===== src/rtl/locality_arbiter.sv =====
module locality_arbiter #(
  parameter int          NUM_LOC = 5,
  parameter int          ADDR_W  = 16,
  parameter int          IDX_LSB = 12,
  parameter logic [11:0] GATE_LO = 12'h018,
  parameter logic [11:0] GATE_HI = 12'h027
) (
  input  logic              clk,
  input  logic              rst_n,
  input  logic              init_done,
  input  logic [ADDR_W-1:0] bus_addr,
  input  logic              bus_wr,
  input  logic [7:0]        bus_wdata,
  output logic [7:0]        bus_rdata,
  input  logic [7:0]        core_rdata,
  output logic              core_wr,
  output logic              active_any,
  output logic [2:0]        active_loc,
  output logic              loc_change
);
  localparam int SEL_W = 3;

  logic                 valid_q, active_q, change_q;
  logic [SEL_W-1:0]     act_q, pick;
  logic [NUM_LOC-1:0]   req_q;
  logic                 own_req, others_wait;

  wire [SEL_W-1:0]   sel   = bus_addr[IDX_LSB +: SEL_W];
  wire [IDX_LSB-1:0] ofs   = bus_addr[IDX_LSB-1:0];
  wire sel_ok   = sel < SEL_W'(NUM_LOC);
  wire is_acc   = ofs == '0;
  wire in_gate  = (ofs >= IDX_LSB'(GATE_LO)) && (ofs <= IDX_LSB'(GATE_HI));
  wire owner    = active_q && (act_q == sel);
  wire wr_acc   = bus_wr && is_acc && sel_ok && valid_q;
  wire new_req  = wr_acc && bus_wdata[1] && !owner;
  wire rel      = wr_acc && bus_wdata[5] && owner;
  wire grant    = !active_q && (|req_q);

  always_comb begin
    pick = '0;
    own_req = 1'b0;
    others_wait = 1'b0;
    for (int i = 0; i < NUM_LOC; i++) begin
      if (req_q[i]) pick = SEL_W'(i);
      if (sel == SEL_W'(i)) own_req = req_q[i];
      if (req_q[i] && act_q != SEL_W'(i)) others_wait = 1'b1;
    end
  end

  always_ff @(posedge clk or negedge rst_n) begin
    if (!rst_n) begin
      valid_q  <= 1'b0;
      active_q <= 1'b0;
      act_q    <= '0;
      req_q    <= '0;
      change_q <= 1'b0;
    end else begin
      valid_q  <= valid_q | init_done;
      change_q <= rel | grant;
      for (int i = 0; i < NUM_LOC; i++) begin
        if (new_req && sel == SEL_W'(i)) req_q[i] <= 1'b1;
        if (grant && pick == SEL_W'(i))  req_q[i] <= 1'b0;
      end
      if (rel) begin
        active_q <= 1'b0;
      end else if (grant) begin
        active_q <= 1'b1;
        act_q    <= pick;
      end
    end
  end

  always_comb begin
    if (!sel_ok)      bus_rdata = 8'hFF;
    else if (is_acc)  bus_rdata = {valid_q, 1'b0, owner, 2'b00,
                                   owner && others_wait, own_req, 1'b0};
    else if (in_gate) bus_rdata = owner ? core_rdata : 8'hFF;
    else              bus_rdata = core_rdata;
  end

  assign core_wr    = bus_wr && sel_ok && !is_acc && (!in_gate || owner);
  assign active_any = active_q;
  assign active_loc = act_q;
  assign loc_change = change_q;

  a_r3_nothing_before_valid: assert property (@(posedge clk) disable iff (!rst_n)
    !valid_q |-> (!active_q && req_q == '0));

  a_r8_highest_granted: assert property (@(posedge clk) disable iff (!rst_n)
    (active_q && !$past(active_q)) |-> (($past(req_q) >> act_q) == NUM_LOC'(1)));

  a_r5_release_by_owner: assert property (@(posedge clk) disable iff (!rst_n)
    $fell(active_q) |-> $past(bus_wr && bus_wdata[5] && is_acc && sel == act_q));

  a_r7_change_pulse: assert property (@(posedge clk) disable iff (!rst_n)
    (active_q != $past(active_q)) |-> loc_change);

  a_r10_gate_write: assert property (@(posedge clk) disable iff (!rst_n)
    (core_wr && in_gate) |-> (active_q && active_loc == sel));

  a_r4_grant_in_range: assert property (@(posedge clk) disable iff (!rst_n)
    active_q |-> (act_q < SEL_W'(NUM_LOC)));
endmodule


===== config.mk =====
export PLATFORM = sky130hd
export DESIGN_NAME = locality_arbiter
export DESIGN_NICKNAME = d
export VERILOG_FILES = /design/src/rtl/locality_arbiter.sv
export SDC_FILE = /design/constraint.sdc
export NUM_CORES = 1
export LEC_CHECK = 0
export ABC_AREA = 0
export ABC_CLOCK_PERIOD_IN_PS = 4930
export BUFFER_PORTS_ARGS = -buffer_cell sky130_fd_sc_hd__buf_2
export CORE_MARGIN = 5
export CORE_UTILIZATION = 30
export DETAILED_ROUTE_END_ITERATION = 12
export RECOVER_POWER = 25
export SLEW_MARGIN = 10
export SYNTH_ARGS = -nofsm -noshare
export SYNTH_HDL_FRONTEND = slang
export SYNTH_SLANG_ARGS = --single-unit

===== constraint.sdc =====
create_clock -name clk -period 4.93 [get_ports clk]
set_input_delay 0.7395 -clock clk [delete_from_list [all_inputs] [get_ports clk]]
set_output_delay 0.7395 -clock clk [all_outputs]
set_load 0.02 [all_outputs]

=== Word level (Yosys, flattened, before mapping) ===
Index checks and enable logic that the tools add are counted.

* Bits in registers: 11
* Output and inout bits: 14
* Input bits: 36
* Word-level logic and storage cells: 104

* Reductions and logical operators: 46
* Magnitude comparators: 3
* Bitwise logic cells: 3
* Mux-type cells: 30
* Eq/ne operators: 13

{| class="wikitable"
|+ Operator list
! cell !! count
|-
| $mux W8 || 4
|-
| $logic_and A1 B1 Y1 || 29
|-
| $mux W1 || 23
|-
| $eq A3 B2 Y1 const B || 4
|-
| $ge A12 B5 Y1 const B || 1
|-
| $le A12 B6 Y1 const B || 1
|-
| $logic_not A12 Y1 || 1
|-
| $reduce_bool A2 Y1 || 6
|-
| $mux W3 || 3
|-
| $eq A3 B1 Y1 const B || 2
|-
| $eq A3 B3 Y1 const B || 2
|-
| $logic_not A3 Y1 || 2
|-
| $ne A3 B2 Y1 const B || 2
|-
| $reduce_or A5 Y1 || 1
|-
| $logic_not A1 Y1 || 4
|-
| $eq A3 B3 Y1 || 1
|-
| $lt A3 B3 Y1 const B || 1
|-
| $ne A3 B1 Y1 const B || 1
|-
| $ne A3 B3 Y1 const B || 1
|-
| $reduce_bool A3 Y1 || 1
|-
| $or A1 B1 Y1 || 2
|-
| $reduce_and A2 Y1 || 1
|-
| $logic_or A1 B1 Y1 || 1
|-
| $not A1 Y1 || 1
|}

=== Logic depth before layout (Yosys ltp) ===
Gate-level depths: netlist of the first run.

* Word-level depth: 10
* Depth in mapped cells: 7
* Depth with buffers taken out: 5

=== Least setup slack after synthesis of the first run ===
OpenSTA, ideal clock, no wires.

* Path kind: in2out
* Start: input bus_addr[12]
* End: output core_wr
* Data required time: 4.191 ns
* Buffers on the path: 2
* Slack: 2.094 ns
* Arrival: 2.096 ns
* Cell stages on the path: 6
* Cells stage by stage: buf_2 > xnor2_1 > nand4_1 > and4bb_1 > buf_2 > nor3_1

* Longest elaborated chain between the ends: 4
* Elaborated cells on any way between the ends: 7
* Classes of those cells: 1 x order compare; 1 x eq/ne; 5 x reduce/logical

{| class="wikitable"
|+ RTL lines
! item !! RTL line !! text
|-
| start, declared || 11 || <nowiki>input logic [ADDR_W-1:0] bus_addr,</nowiki>
|-
| $lt A3 B3 Y1 or $eq A3 B3 Y1 (tied branches) || 30, 33 ||
|-
| $logic_and A1 B1 Y1, on equally long branches || 81, 33 ||
|-
| $logic_and A1 B1 Y1 or $logic_or A1 B1 Y1 (tied branches) || 81 || <nowiki>assign core_wr = bus_wr && sel_ok && !is_acc && (!in_gate || owner);</nowiki>
|-
| $logic_and A1 B1 Y1 * || 81 ||
|-
| end, declared || 16 || <nowiki>output logic core_wr,</nowiki>
|}

Mark *: on every way between the ends. The rest lies on a longest branch, timed or not.

=== Final worst setup path of the first run ===
Same ends and word-level chain as after synthesis.

==> summary.txt, run 1 <==
Power
  • Sequential share of power: 0.452
  • Power Dens Cells: 179 nW/um^2
  • Switching power: 61.2 uW
  • Clk pwr share: 0.328
  • Leak: 0.000482 uW
  • Pint: between 100 and 150 uW
  • Worst VDD drop: between 90 and 100 uV
  • Gate power share: 0.220
  • Sw Ratio: 0.306

Cells and area
  • Nets: around 180
  • Multi-input gate area: around 550 um^2
  • Fin cells: between 150 and 200
  • Share of cells above drive strength 1: 0.375
  • Filler instances: 302
  • Commonest non-fill, non-tap cell in the layout: buf_2
  • Synth-to-Final Area Change: 27.9%
  • Most frequent cells in the layout: buf_2, nor2_1, nand2_1
  • Diodes inserted: 0
  • FF+latch area: ~280 um^2

Critical path
  • Max incr delay on CP: 0.80 ns
  • Critical path class: input pin to output pin
  • Flop-to-flop setup slack: about 3.4 ns
  • CP dominant cell by count: buf_2
  • Worst-path cell chain: buf_2, o21ai_0, nand2_1, nor3_1, buf_2
  • Critical path's top delay family: compound AO/OA/AOI/OAI gates
  • CP arrival: ~2.2 ns
  • Slowest cell on crit path: o21ai_0
  • Crit path required time: about 4.2 ns
  • Max FO, Critical Path: 11
  • CP Launch Type: input pin
  • Buf/Inv on CP: 2
  • CP Capture Type: output pin

STA
  • Unrepaired setup endpoints after global routing: false
  • Tmin final: 2.95 ns
  • Part of the cycle the worst path needs: 0.598
  • Fmax: between 300 and 400 MHz
  • Setup TNS: 0 ns
  • Worst-Margin Slew: a little over 1 ns
  • Final setup margin: around 2.0 ns
  • Final Slew Violations: 0
  • Relative slew slack: 0.316
  • Fin. Hold Viols: 0
  • Worst hold slack: approximately 0.45 ns
  • Clock Skew: between 0.002 and 0.003 ns
  • Final setup vio count: 0

Synthesis
  • Post-synthesis sequential area ratio: 0.317
  • Synthesized Nets: about 140
  • Post-synth EDFFs: 0
  • Mean Syn Cell Area: 8.28 um^2
  • Mapped cell area: between 800 and 900 um^2
  • Syn Inst Count: between 100 and 150
  • Asr flop ratio synth: 1.00
  • Synth warn: 0
  • Yosys cell types: 35
  • Number of synthesized register bits: 11
  • Ys flop type: dfrtp_1

Clock tree
  • H-tree depth: 1
  • TritonCTS Sinks: 11
  • CTS-repair resized insts: 0
  • Post-CTS Setup Bufs: 0
  • Number of clock buffers inserted by TritonCTS: 3
  • Clk Latency, worst-skew pair: 0.27 ns
  • Hold_buf cts: 0
  • Clock transition at path regs: 0.08 ns
  • Clock Path Buffers: 2
  • CTS tree: done
  • Root Buffer: clkbuf_4

Floorplanning
  • Die area: between 4000 and 5000 um^2
  • Initial Utilization: 0.315
  • Core ar.: roughly 2800 um^2
  • IO Count: 50
  • Placement Rows: 19
  • DIE HEIGHT: around 64 um
  • Die X: about 64 um

Run
  • Max-capacitance violation count: 0

Routing
  • Drt first-iter violations: 20
  • DRC: 0
  • DR WL/cell: about 14 um
  • WL final: about 2.5 mm
  • Drt first pass iters: 4
  • Via count: between 900 and 1,000
  • Vias per cell: roughly 5.4
  • Final antenna-violating net count: 0

Global route
  • Initial antenna violation count: 0
  • Pin count of the biggest net entering global routing: 12
  • Global route total overflow: 0
  • GRT Total Usage: 0.123
  • Vias in the first global route: approximately 870
  • Wire length of the first global-routing pass: around 4.1 mm

Placement
  • Port bufs: 42
  • Placed instance count: between 150 and 200
  • Placer Congestion: around 0.74
  • Place WS: a little under 2 ns
  • DP HPWL: 1.98 mm

Run status
  • Status: completed

Worst hold path
  • Hold WC Path Type: input pin to asynchronous set/reset pin
## path summary, 6_finish.rpt
check | from | end | depth (start not counted)
max | bus_addr[12] | core_wr | 5
max reg2reg | active_loc[0] | req_q[2] | 5
min in group clk | valid_q | valid_q | 1
min | rst_n | valid_q | 1
max in group asynchronous | rst_n | loc_change | 1
min reg2reg | valid_q | valid_q | 1
## synth_stat cells (2+ instances only)
library cell,instances,area [um^2]
a21oi_1,3,15.0
buf_2,5,25.0
clkbuf_1,2,7.51
dfrtp_1,11,275
inv_1,2,7.51
nand2_1,13,48.8
nand3_1,4,20.0
nand4_1,2,12.5
nor2_1,15,56.3
nor3_1,3,15.0
nor4_4,2,42.5
o21ai_0,8,40.0
o21ai_1,6,30.0
o22ai_1,2,12.5
o31ai_1,5,37.5
xnor2_1,3,26.3
## cell families (layout without fill, tap and decap cells)
group                  Yosys count  count (layout)  synth area share
AO/OA/AOI/OAI                   32              32             0.235
XOR/XNOR                         3               3            0.0302
buffers and inverters            9              48            0.0460
flip-flops                      11              11             0.317
multiplexers                     1               1            0.0259
AND/OR/NAND/NOR                 49              49             0.347
## metal layers
layer / up-vias / track usage / share of wire / wire (um)
met3: 4 / 0.0263 / 0.056 / 138
met2: 28 / 0.196 / 0.50 / 1250
met4: 0 / 0.0468 / 0.015 / 36
li1: 463 / - / - / -
met1: 452 / 0.163 / 0.43 / 1060
met5: - / 0 / 0 / 0
## per-stage QoR
step	utilization	area [um^2]	power, uW
finish	0.403	1110	200
global route	0.403	1110	212
CTS	0.404	1110	203
detailed placement	0.394	1090	137
global placement	0.394	1090	136
floorplan	-	870	115
## worst register-to-register path, delay by kind of cell, from the launching register on
kind	cells	cell delay (ns)
and+or+nand+nor	3	0.63
xor gates and xnor gates	1	0.15
DFF	1	0.46
AOI/OAI and AO/OA	1	0.18
## flip-flops by register name, indices dropped and copies added (netlist names)
signal	flops
loc_change	1
active_any	1
valid_q	1
req_q	5
active_loc	3
## layout make-up
class / count / area share
clock buffer: 3 / 0.0202
clock inverter: 1 / 0.00450
inverter: 2 / 0.00675
multi-input combinational: 85 / 0.498
sequential: 11 / 0.247
tap: 31 / 0.0349
timing repair buffer: 42 / 0.188
## power groups by stage
stage | Clock, uW | Sequential (uW) | Combinational, uW
after floorplan | 0 | 92.0 | 22.6
after global placement | 0 | 92.0 | 44.0
after detailed placement | 0 | 92.0 | 44.7
after CTS | 67.6 | 90.2 | 44.8
after global routing | 73.2 | 90.2 | 48.7
final | 65.4 | 90.2 | 44.0
Note: power is estimated with default switching activity, not from simulation.
==> run 2, diff against run 1 <==
ABC_CLOCK_PERIOD_IN_PS = 2600   (was 4930)
clock period = 2.6 ns   (was 4.93 ns; I/O delays follow)
==> summary.txt, run 2 (synthesis gave the netlist of run 1 again) <==
STA
  • Fmax: about 420 MHz
  • Setup TNS: 0 ns
  • Fin. Hold Viols: 0
  • Part of the cycle the worst path needs: 0.909
  • Clock Skew: between 0.008 and 0.009 ns
  • Worst-Margin Slew: approximately 0.64 ns
  • Final setup vio count: 0
  • Relative slew slack: 0.573
  • Tmin final: around 2.4 ns
  • Final Slew Violations: 0
  • Unrepaired setup endpoints after global routing: false

Cells and area
  • Register bank with the most flops: req_q
  • Share of cells above drive strength 1: 0.370
  • Utilization after layout: 0.409
  • Commonest non-fill, non-tap cell in the layout: buf_2
  • Diodes inserted: 0
  • Synth-to-Final Area Change: 29.8%
  • Nets: 183
  • Most frequent cells in the layout: buf_2, nor2_1, nand2_1
  • Max reg flops: 5
  • Filler instances: 295

Critical path
  • FF-to-FF path depth: 5
  • CP Launch Type: flop
  • Buf/Inv on CP: 1
  • Flop-to-flop setup slack: between 1 and 1.5 ns
  • Slowest cell on crit path: dfrtp_1
  • Critical R2R Capture: req_q[2]
  • Max incr delay on CP: 0.45 ns
  • CP Capture Type: output pin
  • CP arrival: ~2.0 ns
  • Max FO, Critical Path: 9
  • Worst-path cell chain: xnor2_1, nand4_1, and4bb_1, o31ai_1, nand2_1, buf_2
  • Critical path class: flop to output pin
  • CP endpoint: bus_rdata[5]
  • Crit Reg-Reg Startpoint: active_loc[0]
  • Critical path's top delay family: simple AND/OR/NAND/NOR gates
  • Worst setup path start: active_loc[0]
  • WP depth: 6
  • Crit path required time: roughly 2.2 ns

Routing
  • DR WL/cell: 13.7 um
  • Via count: between 900 and 1,000
  • Final antenna-violating net count: 0
  • DRC: 0
  • Drt first-iter violations: 22
  • Drt first pass iters: 4
  • Vias per cell: ~5.2
  • WL final: 2.42 mm

Clock tree
  • Clock transition at path regs: around 0.08 ns
  • Post-CTS Setup Bufs: 0
  • CTS-repair resized insts: 0
  • Clk Latency, worst-skew pair: 0.28 ns
  • Clock Path Buffers: 2
  • Root Buffer: clkbuf_4
  • TritonCTS Sinks: 11
  • Number of clock buffers inserted by TritonCTS: 3
  • CTS tree: done
  • H-tree depth: 1

Global route
  • Vias in the first global route: roughly 860
  • GRT Total Usage: 0.118
  • Global route total overflow: 0
  • Initial antenna violation count: 0
  • Pin count of the biggest net entering global routing: 12
  • Wire length of the first global-routing pass: ~3.9 mm

Power
  • Power Dens Cells: about 330 nW/um^2
  • Sequential share of power: 0.453
  • Leak: between 0.0004 and 0.0005 uW
  • Switching power: approximately 110 uW
  • Pint: roughly 270 uW
  • Clk pwr share: 0.319
  • Sw Ratio: 0.292
  • Gate power share: 0.228
  • Worst VDD drop: roughly 270 uV

Floorplanning
  • Die area: between 4000 and 5000 um^2
  • Initial Utilization: 0.315
  • Core ar.: about 2800 um^2
  • IO Count: 50
  • Die X: approximately 64 um
  • Placement Rows: 19
  • DIE HEIGHT: about 64 um

Worst hold path
  • Hold WC Path Type: input pin to flop
  • Hold wc startpoint: init_done

Placement
  • Placer Congestion: between 0.7 and 0.8
  • Port bufs: 42
  • DP HPWL: a little under 2 mm

Run status
  • Status: completed

Run
  • Max-capacitance violation count: 0
run 2: changes by cell type in the layout (fill, tap and decap cells not counted):
| cell | previous run | this run |
|---|---|---|
| dlygate4sd3_1 | 0 | 1 |
| buf_4 | 0 | 1 |
| clkinv_2 | 1 | 0 |
| clkbuf_1 | 1 | 2 |
run 2: cell type report:
class                   instances  area (um^2)  area share
repair buffers                 44          226       0.201
well taps                      31         38.8      0.0344
inverters                       2         7.51     0.00665
multi-input cells              85          554       0.491
clock buffers                   4         26.3      0.0233
flip-flops and latches         11          275       0.244
run 2: stage by stage:
step | std cells | power, uW | area (um^2) | hold slack, ns | setup WS [ns]
floorplan | 105 | 217 | 870 | 0.0944 | 0.455
global placement | 172 | 259 | 1090 | 0.279 | 0.377
detailed placement | 172 | 261 | 1090 | 0.282 | 0.364
CTS | 177 | 383 | 1130 | 0.300 | 0.205
global route | 177 | 400 | 1130 | 0.297 | 0.0223
finish | 177 | 377 | 1130 | 0.307 | 0.236
run 2: worst min-delay path by stage:
stage,endpoint,slack [ns],depth (start not counted)
final,valid_q,0.31,2
after global routing,valid_q,0.30,2
after CTS,valid_q,0.30,2
after detailed placement,req_q[1],0.28,1
after global placement,req_q[1],0.28,1
after floorplan,active_any,0.09,0
run 2: timing repair:
action	CTS	global route
hold endpoints to repair	11	0
hold buffers	1	0
setup endpoints to repair	0	0
run 2: per-layer routing:
metal	wire [um]	global-route usage	part of all wire
met1	1010	0.145	0.42
met2	1200	0.185	0.50
met3	164	0.0368	0.068
met4	48	0.0623	0.020
met5	0	0	0
run 2: power by group through the flow:
stage | clock network (uW) | registers, uW | logic, uW
after floorplan | 0 | 174 | 42.8
after global placement | 0 | 174 | 85.0
after detailed placement | 0 | 174 | 86.4
after CTS | 124 | 171 | 87.7
after global routing | 134 | 171 | 95.2
final | 120 | 171 | 86.0
